$ cat src/rtl/lsc_pkg.sv
package lsc_pkg;

    typedef enum logic [1:0] {
        SZ_BYTE = 2'b00,
        SZ_HALF = 2'b01,
        SZ_WORD = 2'b10,
        SZ_RSVD = 2'b11
    } lsc_size_e;

    typedef enum logic [1:0] {
        ST_IDLE  = 2'b00,
        ST_VALID = 2'b01,
        ST_UNDEF = 2'b10
    } lsc_state_e;

    localparam int LSC_NUM_SIZES = 3;

endpackage

$ cat src/rtl/lsc_lane.sv
module lsc_lane #(
    parameter int LANE_W = 8
) (
    input  logic [LANE_W-1:0] lane_in,
    output logic [LANE_W-1:0] lane_out
);
    localparam int CNT_W = $clog2(LANE_W);

    logic [LANE_W-2:0] mismatch;
    logic [CNT_W-1:0]  run_len;
    logic              run_end;

    // Bits differing from the sign become 1; count the leading zeros of that map.
    always_comb begin
        mismatch = lane_in[LANE_W-2:0] ^ {(LANE_W-1){lane_in[LANE_W-1]}};
        run_len  = '0;
        run_end  = 1'b0;
        for (int i = LANE_W - 2; i >= 0; i--) begin
            if (!run_end) begin
                if (mismatch[i]) begin
                    run_end = 1'b1;
                end else begin
                    run_len = run_len + CNT_W'(1);
                end
            end
        end
        lane_out = '0;
        lane_out[CNT_W-1:0] = run_len;
    end
endmodule

$ cat src/rtl/lsc_bank.sv
module lsc_bank #(
    parameter int VEC_W  = 128,
    parameter int LANE_W = 8
) (
    input  logic [VEC_W-1:0] vec_in,
    output logic [VEC_W-1:0] vec_out
);
    localparam int N_LANES = VEC_W / LANE_W;

    for (genvar g = 0; g < N_LANES; g++) begin : g_lane
        lsc_lane #(.LANE_W(LANE_W)) u_lane (
            .lane_in  (vec_in [g*LANE_W +: LANE_W]),
            .lane_out (vec_out[g*LANE_W +: LANE_W])
        );
    end
endmodule

$ cat src/rtl/lsc_out_stage.sv
module lsc_out_stage
    import lsc_pkg::*;
#(
    parameter int VEC_W = 128
) (
    input  logic             clk,
    input  logic             rst_n,
    input  logic             take_ok,
    input  logic             take_rsv,
    input  logic [VEC_W-1:0] data_in,
    output logic             out_valid,
    output logic             undef,
    output logic [VEC_W-1:0] data_out
);
    lsc_state_e state_q, state_d;

    // State register
    always_ff @(posedge clk) begin
        if (!rst_n) begin
            state_q <= ST_IDLE;
        end else begin
            state_q <= state_d;
        end
    end

    // Next state
    always_comb begin
        state_d = ST_IDLE;
        if (take_ok) begin
            state_d = ST_VALID;
        end else if (take_rsv) begin
            state_d = ST_UNDEF;
        end
    end

    // Outputs
    always_comb begin
        out_valid = 1'b0;
        undef     = 1'b0;
        unique case (state_q)
            ST_IDLE:  ;
            ST_VALID: out_valid = 1'b1;
            ST_UNDEF: undef     = 1'b1;
            default:  ;
        endcase
    end

    // Result register loads only on a legal strobe
    always_ff @(posedge clk) begin
        if (!rst_n) begin
            data_out <= '0;
        end else if (take_ok) begin
            data_out <= data_in;
        end
    end

    a_r7_capture: assert property (@(posedge clk) disable iff (!rst_n)
        take_ok |=> (out_valid && !undef && data_out == $past(data_in)));

    a_r6_undef_hold: assert property (@(posedge clk) disable iff (!rst_n)
        (take_rsv && !take_ok) |=> (undef && !out_valid && $stable(data_out)));

    a_r8_idle: assert property (@(posedge clk) disable iff (!rst_n)
        (!take_ok && !take_rsv) |=> (!out_valid && !undef && $stable(data_out)));
endmodule

$ cat src/rtl/lsc_vec_top.sv
module lsc_vec_top
    import lsc_pkg::*;
#(
    parameter int VEC_W   = 128,
    parameter int BASE_W  = 8,
    parameter bit OUT_REG = 1'b1
) (
    input  logic             clk,
    input  logic             rst_n,
    input  logic             in_valid,
    input  logic [VEC_W-1:0] operand,
    input  logic [1:0]       size_code,
    input  logic             full_width,
    output logic             out_valid,
    output logic             undef,
    output logic [VEC_W-1:0] result
);
    localparam int HALF_W = VEC_W / 2;

    logic [VEC_W-1:0] bank_res [LSC_NUM_SIZES];
    logic [VEC_W-1:0] comb_res;
    logic             is_rsvd;
    logic             take_ok;
    logic             take_rsv;

    // One bank per lane width: BASE_W, 2*BASE_W, 4*BASE_W
    for (genvar k = 0; k < LSC_NUM_SIZES; k++) begin : g_bank
        lsc_bank #(.VEC_W(VEC_W), .LANE_W(BASE_W << k)) u_bank (
            .vec_in  (operand),
            .vec_out (bank_res[k])
        );
    end

    always_comb begin
        comb_res = '0;
        is_rsvd  = 1'b0;
        unique case (lsc_size_e'(size_code))
            SZ_BYTE: comb_res = bank_res[0];
            SZ_HALF: comb_res = bank_res[1];
            SZ_WORD: comb_res = bank_res[2];
            SZ_RSVD: is_rsvd  = 1'b1;
            default: is_rsvd  = 1'b1;
        endcase
        if (!full_width) begin
            comb_res[VEC_W-1:HALF_W] = '0;
        end
    end

    assign take_ok  = in_valid && !is_rsvd;
    assign take_rsv = in_valid && is_rsvd;

    if (OUT_REG) begin : g_reg
        lsc_out_stage #(.VEC_W(VEC_W)) u_out (
            .clk       (clk),
            .rst_n     (rst_n),
            .take_ok   (take_ok),
            .take_rsv  (take_rsv),
            .data_in   (comb_res),
            .out_valid (out_valid),
            .undef     (undef),
            .data_out  (result)
        );

        a_r5_upper_zero: assert property (@(posedge clk) disable iff (!rst_n)
            (in_valid && !full_width && size_code != 2'b11)
                |=> (result[VEC_W-1:HALF_W] == '0));

        a_r6_no_result: assert property (@(posedge clk) disable iff (!rst_n)
            (in_valid && size_code == 2'b11) |=> !out_valid);
    end else begin : g_comb
        assign out_valid = take_ok;
        assign undef     = take_rsv;
        assign result    = comb_res;
    end
endmodule

$ cat config.mk
export PLATFORM = sky130hd
export DESIGN_NAME = lsc_vec_top
export DESIGN_NICKNAME = d
export VERILOG_FILES = /design/src/rtl/lsc_pkg.sv /design/src/rtl/lsc_lane.sv /design/src/rtl/lsc_bank.sv /design/src/rtl/lsc_out_stage.sv /design/src/rtl/lsc_vec_top.sv
export SDC_FILE = /design/constraint.sdc
export NUM_CORES = 1
export LEC_CHECK = 0
export BUFFER_PORTS_ARGS = -buffer_cell sky130_fd_sc_hd__buf_2
export CORE_ASPECT_RATIO = 1.4
export CORE_MARGIN = 8
export CORE_UTILIZATION = 60
export CTS_CLUSTER_SIZE = 25
export DETAILED_ROUTE_END_ITERATION = 8
export GPL_TIMING_DRIVEN = 0
export PLACE_DENSITY = 0.89
export SLEW_MARGIN = 20
export SYNTH_ARGS = -nofsm -noshare
export SYNTH_HDL_FRONTEND = slang
export SYNTH_SLANG_ARGS = --single-unit
$ cat constraint.sdc
create_clock -name clk -period 42.7 [get_ports clk]
set_clock_uncertainty 0.05 [all_clocks]
set_input_delay 6.405 -clock clk [delete_from_list [all_inputs] [get_ports clk]]
set_output_delay 6.405 -clock clk [all_outputs]
set_load 0.005 [all_outputs]
==> summary.md <==
| Metric | Value |
|---|---|
| H-tree Lvls | 3 |
| Setup ws final | about 17,000 ps |
| Tot Pwr | ~0.35 mW |
| Max-Slew Margin vs Limit | about 30% |
| Final wirelength | 77.0 mm |
| Row count | 88 |
| Fmax | 39.0 MHz |
| First-pass GRT wire length | roughly 120 mm |
| Post-CTS setup buffer count | 0 |
| Mean routed wirelength per cell | 17.0 um |
| Initial Utilization | around three fifths |
| Layout net count | around 4,300 |
| Chip Width | approximately 190 um |
| DR pass1 iterations | 6 |
| Setup TNS | 0 ps |
| Final std cells w/o fill | ~4,500 |
| Final Cycle Share | around three fifths |
| CP max stage delay | around 630 ps |
| Post-synth EDFFs | 0 |
| Lkg Pwr | around 12 nW |
| Post-detail-place hpwl | 63.0 mm |
| Drt drc | 0 |
| DRT antenna net count | 0 |
| Seq cells post-synth | 62 |
| Crit path top cell by count | ha_1 |
| CP required | 42,940 ps |
| Post-Syn Area | between 20,000 and 30,000 um2 |
| Clock Path Buffers | 2 |
| Clk sinks | 62 |
| Worst Setup Start Kind | primary input |
| Max Cap Violations | 0 |
| Worst EP arrival | 25,890 ps |
| Total Routing Usage GR | ~30% |
| CP Class | primary input to register |
| Post-CTS sizing | 0 |
| Port Buf Inserts | 146 |
| CP Max Fanout | 10 |
| Cells after DPL | ~4,500 |
| IR drop worst, VDD | between 0.000015 and 0.00002 V |
| Gp weighted congestion | roughly 1 |
| Worst-path clk slew | 60 ps |
| # fillers | about 3,800 |
| Via-to-Cell Ratio | ~6.2 |
| Largest net degree at the start of global routing | 14 |
| PwrDens | 13.0 nW/um2 |
| Core Area | around 41,000 um2 |
| CTS root buf | clkbuf_16 |
| I/O pin count | between 200 and 300 |
| Library cells used by synthesis | 122 |
| Placement Setup Slack | approximately 17,000 ps |
| Yosys Warn Count | 0 |
| Gate Count Post-Synth | between 3,000 and 4,000 |
| Die area | roughly 50,000 um2 |
| Final min period | 25,650 ps |
| Count of final hold-check violations | 0 |
| Vias | about 28,000 |
| CTS tree | built |
| Seq/Total Area, Yosys | under 10% |
| Later-pin clock latency in the skew report | approximately 350 ps |
| Worst Tran Pin Value | a little over 1000 ps |
| Worst hold margin | about 390 ps |
| Worst path slowest cell | a221oi_1 |
| Total gr overflow | 0 |
| Hold Path Class | register to register |
| Vias in the first global route | between 20,000 and 30,000 |
| Syn Area/Cell | roughly 6.7 um2 |
| Unrepaired setup endpoints after global routing | no |
| Slew Limit Fails | 0 |
| Area grow syn2layout | 7.90% |
| Status | complete, no violations |
| Layout cells sized above 1 | approximately 11% |
| Number of DRC markers in iteration 0 | 2,093 |
| Critical Path Sink Type | register |
| Initial antenna violation count | 10 |
| Async S/R FF share, synth | 0% |
| CTS buffer count | 9 |
| Die height | roughly 260 um |
| Dominant synthesized flop cell | dfxtp_1 |
| Hold_buf cts | 0 |
| Final setup viols | 0 |
-- path summary, 6_finish.rpt --
check | start | endpoint | slack (ps) | cells after the start
hold reg to reg | g_reg.u_out.data_out[4] | g_reg.u_out.data_out[4] | 390 | 2
hold / removal | g_reg.u_out.data_out[4] | g_reg.u_out.data_out[4] | 390 | 2
setup reg to reg | g_reg.u_out.data_out[113] | g_reg.u_out.data_out[113] | 41760 | 2
setup / recovery | operand[31] | g_reg.u_out.data_out[4] | 17050 | 96
-- placed cells by master (no fill, tap or decap), types with 62 or more instances in the layout --
cell type and instances:
clkbuf_1 127, nor3_1 103, and2_1 73, nor2_1 364
nand3_1 147, nand2b_1 66, dfxtp_1 62, xor2_1 112
o21ai_0 243, buf_2 171, nand2_1 472, xnor2_1 229
a21oi_1 227, inv_1 157, ha_1 191, mux2i_1 75
buf_4 79, conb_1 68, and3_1 70
-- per-layer routing --
metal,vias to the layer above,routed length (um),track usage [%]
li1,13800,-,-
met1,12800,29500,31.6
met2,1165,37000,53.3
met3,313,5540,5.40
met4,8,5020,19.6
met5,-,48,0
-- critical path: cells and delay by family --
| family | cells | cell delay, ps |
|---|---|---|
| AND/OR/NAND/NOR | 16 | 1440 |
| buffers and inverters | 9 | 1390 |
| multiplexers | 12 | 2540 |
| adder cells (fa/ha/maj) | 28 | 9010 |
| XOR/XNOR | 2 | 410 |
| AO/OA/AOI/OAI | 29 | 4690 |
-- state kept, by name, summed over array words and instances, names as in the netlist --
signal	flops
g_reg.u_out.data_out	60
g_reg.u_out.state_q	2
-- report_power, final --
group          total (mW)  internal (mW)  switching (mW)  leakage, nW
clock network      0.0786         0.0460          0.0326        0.148
logic               0.214         0.0826           0.131         10.9
registers          0.0597         0.0589        0.000723        0.502
-- Yosys cell counts (all sizes together) (50+ instances only) --
library cell,count,share of area [%]
or3,56,1.4
and3,70,1.7
o21ai,264,5.3
nand2,473,7.1
buf,129,3.4
nor3,108,2.3
mux2i,75,3.0
dfxtp,62,5.0
nand3,148,3.0
clkbuf,127,1.9
o22ai,56,1.4
xnor2,235,8.5
a21oi,230,4.6
ha,191,9.5
nor2,371,5.7
and2,75,1.9
xor2,118,4.4
or2,50,1.2
nand2b,66,1.6
inv,161,2.4
-- layout make-up --
cell class / count / area [um2] / area share [%]
Timing Repair Buffer: 146 / 731 / 2.70
Clock inverter: 7 / 80.1 / 0.296
Inverter: 162 / 608 / 2.25
Antenna cell: 6 / 15.0 / 0.0555
Buffer: 256 / 1320 / 4.87
Tap cell: 540 / 676 / 2.50
Sequential cell: 62 / 1240 / 4.59
Clock buffer: 9 / 225 / 0.832
Multi-Input combinational cell: 3333 / 22200 / 81.9
-- logic make-up after synthesis --
kind of cell,count (synthesis),share of synthesized area (%)
flops,62,4.95
xor+xnor,383,15.6
compound gates,938,24.5
buf+inv,418,7.69
fa+ha+maj,209,10.2
simple gates,1620,32.2
other cells,1,0.0150
mux,115,4.79
-- metrics by stage --
stage | util, % | area (um2)
final | 65.7 | 27100
after global routing | 65.7 | 27000
after CTS | 65.7 | 27000
after detailed placement | 64.9 | 26700
after global placement | 64.9 | 26700
after floorplan | - | 25300
Power figures use the tool's default switching activity.
